===== src/rtl/adcs_pkg.sv =====
package adcs_pkg;

    typedef enum logic [1:0] {
        MD_ONE      = 2'd0,
        MD_SEQ      = 2'd1,
        MD_RPT_ONE  = 2'd2,
        MD_RPT_SEQ  = 2'd3
    } conv_mode_e;

    typedef enum logic [1:0] {
        ST_IDLE = 2'd0,
        ST_CONV = 2'd1,
        ST_WAIT = 2'd2
    } ctrl_state_e;

    typedef struct packed {
        conv_mode_e mode;
        logic       multi;
    } run_cfg_t;

    function automatic logic mode_is_seq(conv_mode_e m);
        return (m == MD_SEQ) || (m == MD_RPT_SEQ);
    endfunction

    function automatic logic mode_is_repeat(conv_mode_e m);
        return (m == MD_RPT_ONE) || (m == MD_RPT_SEQ);
    endfunction

endpackage


===== src/rtl/adcs_edge.sv =====
module adcs_edge (
    input  logic clk,
    input  logic rst,
    input  logic sig_i,
    output logic rise_o
);
    logic sig_q;

    always_ff @(posedge clk) begin
        if (rst) sig_q <= 1'b0;
        else     sig_q <= sig_i;
    end

    assign rise_o = sig_i & ~sig_q;
endmodule


===== src/rtl/adcs_conv.sv =====
module adcs_conv #(
    parameter int LAT = 4
) (
    input  logic clk,
    input  logic rst,
    input  logic start_i,
    input  logic abort_i,
    output logic done_o,
    output logic run_o
);
    localparam int CNT_W = (LAT > 1) ? $clog2(LAT) : 1;
    localparam logic [CNT_W-1:0] LOAD = CNT_W'(LAT - 1);

    logic             run_q;
    logic [CNT_W-1:0] cnt_q;

    always_ff @(posedge clk) begin
        if (rst) begin
            run_q <= 1'b0;
            cnt_q <= '0;
        end else if (abort_i) begin
            run_q <= 1'b0;
        end else if (start_i) begin
            run_q <= 1'b1;
            cnt_q <= LOAD;
        end else if (run_q) begin
            if (cnt_q == '0) run_q <= 1'b0;
            else             cnt_q <= cnt_q - CNT_W'(1);
        end
    end

    assign done_o = run_q && (cnt_q == '0);
    assign run_o  = run_q;

    a_r11_abort_kills_done: assert property (@(posedge clk) disable iff (rst)
        abort_i |=> !done_o);
    a_r4_done_single_cycle: assert property (@(posedge clk) disable iff (rst)
        done_o |=> !done_o);
endmodule


===== src/rtl/adcs_chan_step.sv =====
module adcs_chan_step
    import adcs_pkg::*;
#(
    parameter int CHAN_W = 3
) (
    input  conv_mode_e        mode_i,
    input  logic [CHAN_W-1:0] chan_i,
    input  logic [CHAN_W-1:0] base_i,
    output logic              pass_end_o,
    output logic [CHAN_W-1:0] next_o
);
    always_comb begin
        pass_end_o = !mode_is_seq(mode_i) || (chan_i == '0);
        next_o     = pass_end_o ? base_i : (chan_i - CHAN_W'(1));
    end
endmodule


===== src/rtl/adcs_ctrl.sv =====
module adcs_ctrl
    import adcs_pkg::*;
#(
    parameter int CHAN_W   = 3,
    parameter int CONV_LAT = 4
) (
    input  logic              clk,
    input  logic              rst,
    input  logic              trig_i,
    input  logic              en_i,
    input  logic [1:0]        mode_i,
    input  logic              multi_i,
    input  logic [CHAN_W-1:0] start_ch_i,
    output logic              conv_start_o,
    output logic [CHAN_W-1:0] chan_o,
    output logic              busy_o,
    output logic              result_valid_o
);
    ctrl_state_e       state_q;
    run_cfg_t          cfg_q;
    logic [CHAN_W-1:0] base_q, chan_q;
    logic              busy_q, start_q, valid_q, stop_q, head_q;

    logic              trig_rise, conv_done, conv_run;
    logic              pass_end, stop_now, abort, finish;
    logic [CHAN_W-1:0] next_chan;

    adcs_edge u_edge (
        .clk(clk), .rst(rst), .sig_i(trig_i), .rise_o(trig_rise)
    );

    adcs_conv #(.LAT(CONV_LAT)) u_conv (
        .clk(clk), .rst(rst), .start_i(start_q),
        .abort_i(abort && (state_q == ST_CONV)),
        .done_o(conv_done), .run_o(conv_run)
    );

    adcs_chan_step #(.CHAN_W(CHAN_W)) u_step (
        .mode_i(cfg_q.mode), .chan_i(chan_q), .base_i(base_q),
        .pass_end_o(pass_end), .next_o(next_chan)
    );

    always_comb begin
        stop_now = stop_q || !en_i;
        abort    = (state_q != ST_IDLE) && !en_i &&
                   ((conv_mode_e'(mode_i) == MD_ONE) || (cfg_q.mode == MD_ONE));
        finish   = pass_end && (!mode_is_repeat(cfg_q.mode) || stop_now);
    end

    always_ff @(posedge clk) begin
        if (rst) begin
            state_q <= ST_IDLE;
            cfg_q   <= '{mode: MD_ONE, multi: 1'b0};
            base_q  <= '0;
            chan_q  <= '0;
            busy_q  <= 1'b0;
            start_q <= 1'b0;
            valid_q <= 1'b0;
            stop_q  <= 1'b0;
            head_q  <= 1'b0;
        end else begin
            start_q <= 1'b0;
            valid_q <= 1'b0;
            if ((state_q != ST_IDLE) && !en_i) stop_q <= 1'b1;
            unique case (state_q)
                ST_IDLE: begin
                    if (en_i && trig_rise) begin
                        cfg_q   <= '{mode: conv_mode_e'(mode_i), multi: multi_i};
                        base_q  <= start_ch_i;
                        chan_q  <= start_ch_i;
                        stop_q  <= 1'b0;
                        head_q  <= 1'b1;
                        busy_q  <= 1'b1;
                        start_q <= 1'b1;
                        state_q <= ST_CONV;
                    end
                end
                ST_CONV: begin
                    if (abort) begin
                        busy_q  <= 1'b0;
                        state_q <= ST_IDLE;
                    end else if (conv_done) begin
                        valid_q <= 1'b1;
                        if (finish) begin
                            busy_q  <= 1'b0;
                            state_q <= ST_IDLE;
                        end else begin
                            chan_q <= next_chan;
                            head_q <= pass_end;
                            if (cfg_q.multi) start_q <= 1'b1;
                            else             state_q <= ST_WAIT;
                        end
                    end
                end
                ST_WAIT: begin
                    if (abort || (stop_now && head_q && mode_is_repeat(cfg_q.mode))) begin
                        busy_q  <= 1'b0;
                        state_q <= ST_IDLE;
                    end else if (trig_rise) begin
                        start_q <= 1'b1;
                        state_q <= ST_CONV;
                    end
                end
                default: state_q <= ST_IDLE;
            endcase
        end
    end

    assign conv_start_o   = start_q;
    assign chan_o         = chan_q;
    assign busy_o         = busy_q;
    assign result_valid_o = valid_q;

    a_r3_start_inside_run: assert property (@(posedge clk) disable iff (rst)
        conv_start_o |-> busy_o);
    a_r4_valid_after_done: assert property (@(posedge clk) disable iff (rst)
        result_valid_o |-> $past(conv_done));
    a_r11_abort_silences: assert property (@(posedge clk) disable iff (rst)
        abort |=> (!busy_o && !result_valid_o));
    a_r2_no_start_disabled_idle: assert property (@(posedge clk) disable iff (rst)
        (state_q == ST_IDLE && !en_i) |=> !conv_start_o);
    a_r7_no_overlap: assert property (@(posedge clk) disable iff (rst)
        conv_run |-> !conv_start_o);
endmodule


===== config.mk =====
export PLATFORM = sky130hd
export DESIGN_NAME = adcs_ctrl
export DESIGN_NICKNAME = d
export VERILOG_FILES = /design/src/rtl/adcs_pkg.sv /design/src/rtl/adcs_edge.sv /design/src/rtl/adcs_conv.sv /design/src/rtl/adcs_chan_step.sv /design/src/rtl/adcs_ctrl.sv
export SDC_FILE = /design/constraint.sdc
export NUM_CORES = 1
export LEC_CHECK = 0
export ABC_AREA = 1
export CAP_MARGIN = 0
export CORE_MARGIN = 3
export CORE_UTILIZATION = 35
export DETAILED_ROUTE_END_ITERATION = 8
export DONT_BUFFER_PORTS = 1
export SLEW_MARGIN = 5
export SYNTH_ARGS = -nofsm -noshare
export SYNTH_HDL_FRONTEND = slang
export SYNTH_HIERARCHICAL = 1
export SYNTH_SLANG_ARGS = --single-unit

===== constraint.sdc =====
create_clock -name clk -period 5 [get_ports clk]
set_clock_uncertainty 0.2 [all_clocks]
set_input_delay 1 -clock clk [delete_from_list [all_inputs] [get_ports clk]]
set_output_delay 1 -clock clk [all_outputs]
set_load 0.02 [all_outputs]

==> impl_metrics.json, run 1 <==
{
  "status": "finished clean",
  "insertedDiodeCount": 0,
  "min_period_ps": 2035,
  "crit_buf_inv": 2,
  "power_uw": 633.0,
  "reg2reg_slack_ps": 2970,
  "num_io_pins": 16,
  "min_path_type": "register to register",
  "wl_um": 2466,
  "max_freq_ghz": 0.4915,
  "grt_use_total": 0.1295,
  "clkPwrFrac": 0.123,
  "postSynthCellCount": 179,
  "r2r_cells": 11,
  "switchingPower_uw": 296.7,
  "cts_hold_buf": 0,
  "start_util": 0.3791,
  "clock_latency_ps": 300,
  "grt_start_max_net_pins": 11,
  "synth_nets": 196,
  "core-area_sq_um": 3178,
  "final_core_util": 0.4000,
  "layout_common_cells": "nand2_1 (43), inv_1 (26), nor2_1 (24)",
  "drc_errors": 0,
  "cp.required_ps": 5010,
  "fin_setup_tns_ps": 0,
  "crit_path_frequent_cell": "nor2_1",
  "seq_area_frac_synth": 0.3323,
  "finalHoldViolations": 0,
  "hpwl_um": 1970,
  "cts_sinks": 20,
  "avgSynthCellArea_sq_um": 6.731,
  "pwr-share-seq": 0.381,
  "gp_congestion": 0.7768,
  "setup.worst_path.end": "busy_o",
  "crit_family": "simple AND/OR/NAND/NOR gates",
  "first_pass_iters": 4,
  "fp-row-count": 20,
  "h-tree-depth": 1,
  "overflow": 0,
  "max-cap-violations": 0,
  "cp.arrival_ps": 2040,
  "drtIter0Drc": 42,
  "crit_fanout": 6,
  "cts_buffers": 3,
  "grt_pass1_wl_um": 4271,
  "die_h_um": 64.68,
  "setup_violations": 0,
  "yosys.cell_types.count": 24,
  "worstReg2RegStart": "chan_o[0]",
  "max_slew.worst_pin.slew_ps": 418.8,
  "cts-resized-gates": 0,
  "area_delta_synth_final_pct": 5.504,
  "die_w_um": 64.68,
  "numPortBuffers": 0,
  "switching_share": 0.4687,
  "synth_top_area_cell": "dfxtp_1",
  "clk_path_buf_depth": 2,
  "power.density_nw_per_um2": 498.0,
  "wire_per_inst_um": 10.96,
  "via_per_inst": 4.653,
  "path_clk_slew_ps": 110,
  "drive_gt1_frac": 0.1547,
  "fin_nets": 200,
  "synth_area_leaders": "dfxtp_1 (33%), nand2_1 (13%), inv_1 (8.1%)",
  "p_leak_nw": 0.6190,
  "final_antenna_net_count": 0,
  "period_share": 0.4070,
  "cts_root_buf": "clkbuf_4",
  "final_common_cell": "nand2_1",
  "holdPathStages": 2,
  "slew_headroom": 0.7208,
  "whs_ps": 295.3,
  "max-vdd-ir-drop_mv": 0.2015,
  "r2r-end": "busy_o",
  "cp.depth": 11,
  "crit_chain": "inv_1 > ha_1 > ha_1 > inv_1 > nand2_2 > nand2_1 > nand2_1 > nor2_1 > nor2_1 > a21oi_1 > nor2_1",
  "crit_slowest_cell": "dfxtp_1",
  "yosysTopAreaCellShare": 0.3323,
  "worstSetupStartpointType": "register",
  "tritoncts": "built",
  "fp.dieArea_sq_um": 4183,
  "end_kind": "register",
  "routed-via-count": 1047,
  "criticalPathCategory": "register to register",
  "cp_slowest_stage_delay_ps": 480,
  "synth_warnings": 6,
  "ys_seq_elements": 20,
  "post_cts_buffers": 0,
  "cp-startpoint": "chan_o[0]",
  "comb_power_share": 0.496,
  "syn_area_sq_um": 1205,
  "grt_pass1_vias": 970,
  "slew_viol_final": 0,
  "antenna_found_initial": 0,
  "intPower_uw": 336.3,
  "rsz0062_at_grt": "no"
}
layer usage:
| metal | track usage | vias to the layer above | wire [um] |
|---|---|---|---|
| met4 | 0.03958 | 0 | 37 |
| met5 | 0 | - | 0 |
| met3 | 0.02946 | 5 | 86 |
| met1 | 0.1628 | 456 | 1192 |
| li1 | - | 566 | - |
| met2 | 0.2191 | 20 | 1149 |
per-stage QoR:
| step | std cells | worst slack (ps) | instance area [sq um] |
|---|---|---|---|
| 2_1_floorplan | 179 | 2914 | 1205 |
| 3_3_place_gp | 222 | 2782 | 1249 |
| 3_5_place_dp | 222 | 2746 | 1249 |
| 4_1_cts | 225 | 2968 | 1271 |
| 5_1_grt | 225 | 2744 | 1271 |
| 6_report | 225 | 2965 | 1271 |
worst register-to-register path, cell delays in order, from the launching register on:
cell and delay [ps]:
dfxtp_1 480, inv_1 100, ha_1 210, ha_1 170, inv_1 110, nand2_2 110, nand2_1 130, nand2_1 80
nor2_1 120, nor2_1 70, a21oi_1 120, nor2_1 60
flip-flops by register name, summed over array words and instances, names as in the netlist:
name	flops
base_q	3
chan_o	3
state_q	2
cfg_q	3
u_edge/sig_q	1
result_valid_o	1
conv_start_o	1
u_conv/run_o	1
u_conv/cnt_q	2
stop_q	1
busy_o	1
head_q	1
worst min-delay path by stage:
stage | from | endpoint | slack, ps
after global placement | head_q | head_q | 270
after CTS | head_q | head_q | 280
after global routing | head_q | head_q | 330
after detailed placement | head_q | head_q | 260
after floorplan | head_q | head_q | 230
final | head_q | head_q | 300
power groups by stage:
stage,clock network [mW],logic [mW],registers [mW]
after global routing,0.0850,0.365,0.248
after floorplan,0,0.270,0.236
after detailed placement,0,0.313,0.246
final,0.0778,0.314,0.241
after CTS,0.0807,0.315,0.242
after global placement,0,0.304,0.244
cells by family after synthesis:
group / synth area share
and+or+nand+nor: 0.3780
buffers and inverters: 0.1163
AOI/OAI and AO/OA: 0.1007
DFF: 0.3323
adders and majority gates: 0.07269
cell type report:
cell class	instances	area, sq um
fillers	355	1907
multi-input cells	125	664.4
flip-flops and latches	20	400.4
inverters	33	128.9
well taps	44	55.05
clock buffers	3	22.52
cell usage after synthesis, drive strengths merged:
cell type / n
a21boi: 1
o21a: 1
a21oi: 10
nand4: 6
nor2: 28
nor4: 1
inv: 32
clkinv: 1
nand2: 49
o21ai: 9
nor3: 2
ha: 7
or2: 1
dfxtp: 20
buf: 1
nand3: 10
Note: power is estimated with default switching activity, not from simulation.
==> run 2, diff against run 1 <==
- clock period: 5 -> 1.8 ns (I/O delays scaled with it)
==> run 2 against run 1 <==
Global-route usage is 0.23 points higher. Sequential share of layout area shrank 4.7 points. Combinational power increased to 3.7 times the previous value. Fmax rose by 16%. Die area stayed put. Final cell count up 8.9%. Critical endpoint is now conv_start_o. Final area rose by 19%. Sequential power rose to 2.6 times the previous value. Worst setup slack got worse by 2900 ps. Non-clock buffer count rose by 19. Clock power grew to 3.4 times the previous value. First-iteration DRC count down 67%. The run now ends with hold timing left.
==> impl_metrics.json, run 2 (synthesis gave the netlist of run 1 again) <==
{
  "status": "complete, but fails checks",
  "violations": "hold timing",
  "final_common_cell": "nand2_1",
  "postPlaceCellArea_sq_um": 1310,
  "layout_common_cells": "nand2_1 (40), nor2_1 (24), inv_1 (21)",
  "slew_headroom": 0.8101,
  "wire_per_inst_um": 10.79,
  "insertedDiodeCount": 0,
  "cts_hold_buf": 8,
  "cp-startpoint": "state_q[0]",
  "tritoncts": "built",
  "finalHoldViolations": 5,
  "min_period_ps": 1748,
  "grt_pass1_wl_um": 4381,
  "intPower_mw": 1.144,
  "grt_start_max_net_pins": 12,
  "cts_buffers": 3,
  "criticalPathCategory": "register to register",
  "period_share": 0.9714,
  "numPortBuffers": 0,
  "switching_share": 0.4431,
  "clk_path_buf_depth": 2,
  "crit_fanout": 4,
  "crit_slowest_cell": "dlygate4sd3_1",
  "h-tree-depth": 1,
  "crit_chain": "buf_4 > ha_1 > nor2_1 > dlygate4sd3_1 > o21a_1",
  "final_antenna_net_count": 0,
  "end_kind": "register",
  "power.density_nw_per_um2": 1361,
  "switchingPower_uw": 910.4,
  "fin_area_sq_um": 1510,
  "drive_gt1_frac": 0.2886,
  "fillers": 342,
  "via_per_inst": 4.608,
  "cts_sinks": 20,
  "max-cap-violations": 0,
  "cp.required_ps": 1860,
  "cts_root_buf": "clkbuf_4",
  "wl_um": 2643,
  "cp.arrival_ps": 1810,
  "hp-start": "rst",
  "die_h_um": 64.68,
  "max_freq_ghz": 0.5719,
  "cp_slowest_stage_delay_ps": 560,
  "fp-row-count": 20,
  "whs_ps": -102.4,
  "crit_buf_inv": 2,
  "worstReg2RegStart": "state_q[0]",
  "path_clk_slew_ps": 120,
  "first_pass_iters": 4,
  "start_util": 0.3791,
  "fin_nets": 219,
  "core-area_sq_um": 3178,
  "clock_latency_ps": 300,
  "comb_power_share": 0.563,
  "die_w_um": 64.68,
  "overflow": 0,
  "setup_violations": 0,
  "pwr-share-seq": 0.308,
  "drtIter0Drc": 14,
  "worstSetupStartpointType": "register",
  "min_path_type": "input pin to register",
  "routed-via-count": 1129,
  "antenna_found_initial": 0,
  "grt_use_total": 0.1317,
  "gp_congestion": 0.8018,
  "drc_errors": 0,
  "hpwl_um": 2021,
  "max_slew.worst_pin.slew_ps": 284.5,
  "max-vdd-ir-drop_mv": 0.6024,
  "num_io_pins": 16,
  "grt_pass1_vias": 1057,
  "p_leak_nw": 0.7315,
  "fp.dieArea_sq_um": 4183,
  "crit_family": "buffers and inverters",
  "area_delta_synth_final_pct": 25.34,
  "clkPwrFrac": 0.130,
  "slew_viol_final": 0
}
## run 2: final timing paths
check	to	slack [ps]	depth (start not counted)
worst min-delay path	chan_o[1]	-100	1
worst min register to register	head_q	290	2
worst max register to register	conv_start_o	50	5
worst max-delay path	conv_start_o	50	5
## run 2: layout make-up
type                    count  area (sq um)  share of cell area
inverters                  33         131.4             0.08699
flip-flops and latches     20         405.4              0.2684
well taps                  44         55.05             0.03645
repair buffers             19         162.7              0.1077
clock buffers               4         36.28             0.02403
multi-input cells         125         719.4              0.4764
## run 2: power by group through the flow
stage	clock, mW	combinational, mW	sequential [mW]
detailed placement	0	0.989	0.641
global placement	0	0.962	0.638
CTS	0.278	1.01	0.630
finish	0.266	1.16	0.633
floorplan	0	0.750	0.657
global route	0.289	1.31	0.647
## run 2: per-stage QoR
step	TNS [ps]	std cells	utilization	power (mW)	setup slack, ps
finish	0	245	0.4752	2.055	51.52
global route	-50.94	245	0.4752	2.245	-23.39
CTS	0	242	0.4488	1.918	1.212
detailed placement	0	230	0.4122	1.630	16.16
global placement	0	230	0.4122	1.600	64.37
floorplan	0	179	-	1.407	15.02
## run 2: repair_timing
| item | CTS | global route |
|---|---|---|
| gates resized for setup | 0 | 23 |
| endpoints found under the hold margin | 13 | 5 |
| setup endpoints to repair | 0 | 15 |
| buffers inserted | 0 | 3 |
## run 2: layer usage
layer | vias to the layer above | part of all wire | global-route usage
met5 | - | 0 | 0
met3 | 5 | 0.029 | 0.02426
li1 | 603 | - | -
met1 | 508 | 0.45 | 0.1504
met2 | 13 | 0.50 | 0.2423
met4 | 0 | 0.015 | 0.04749
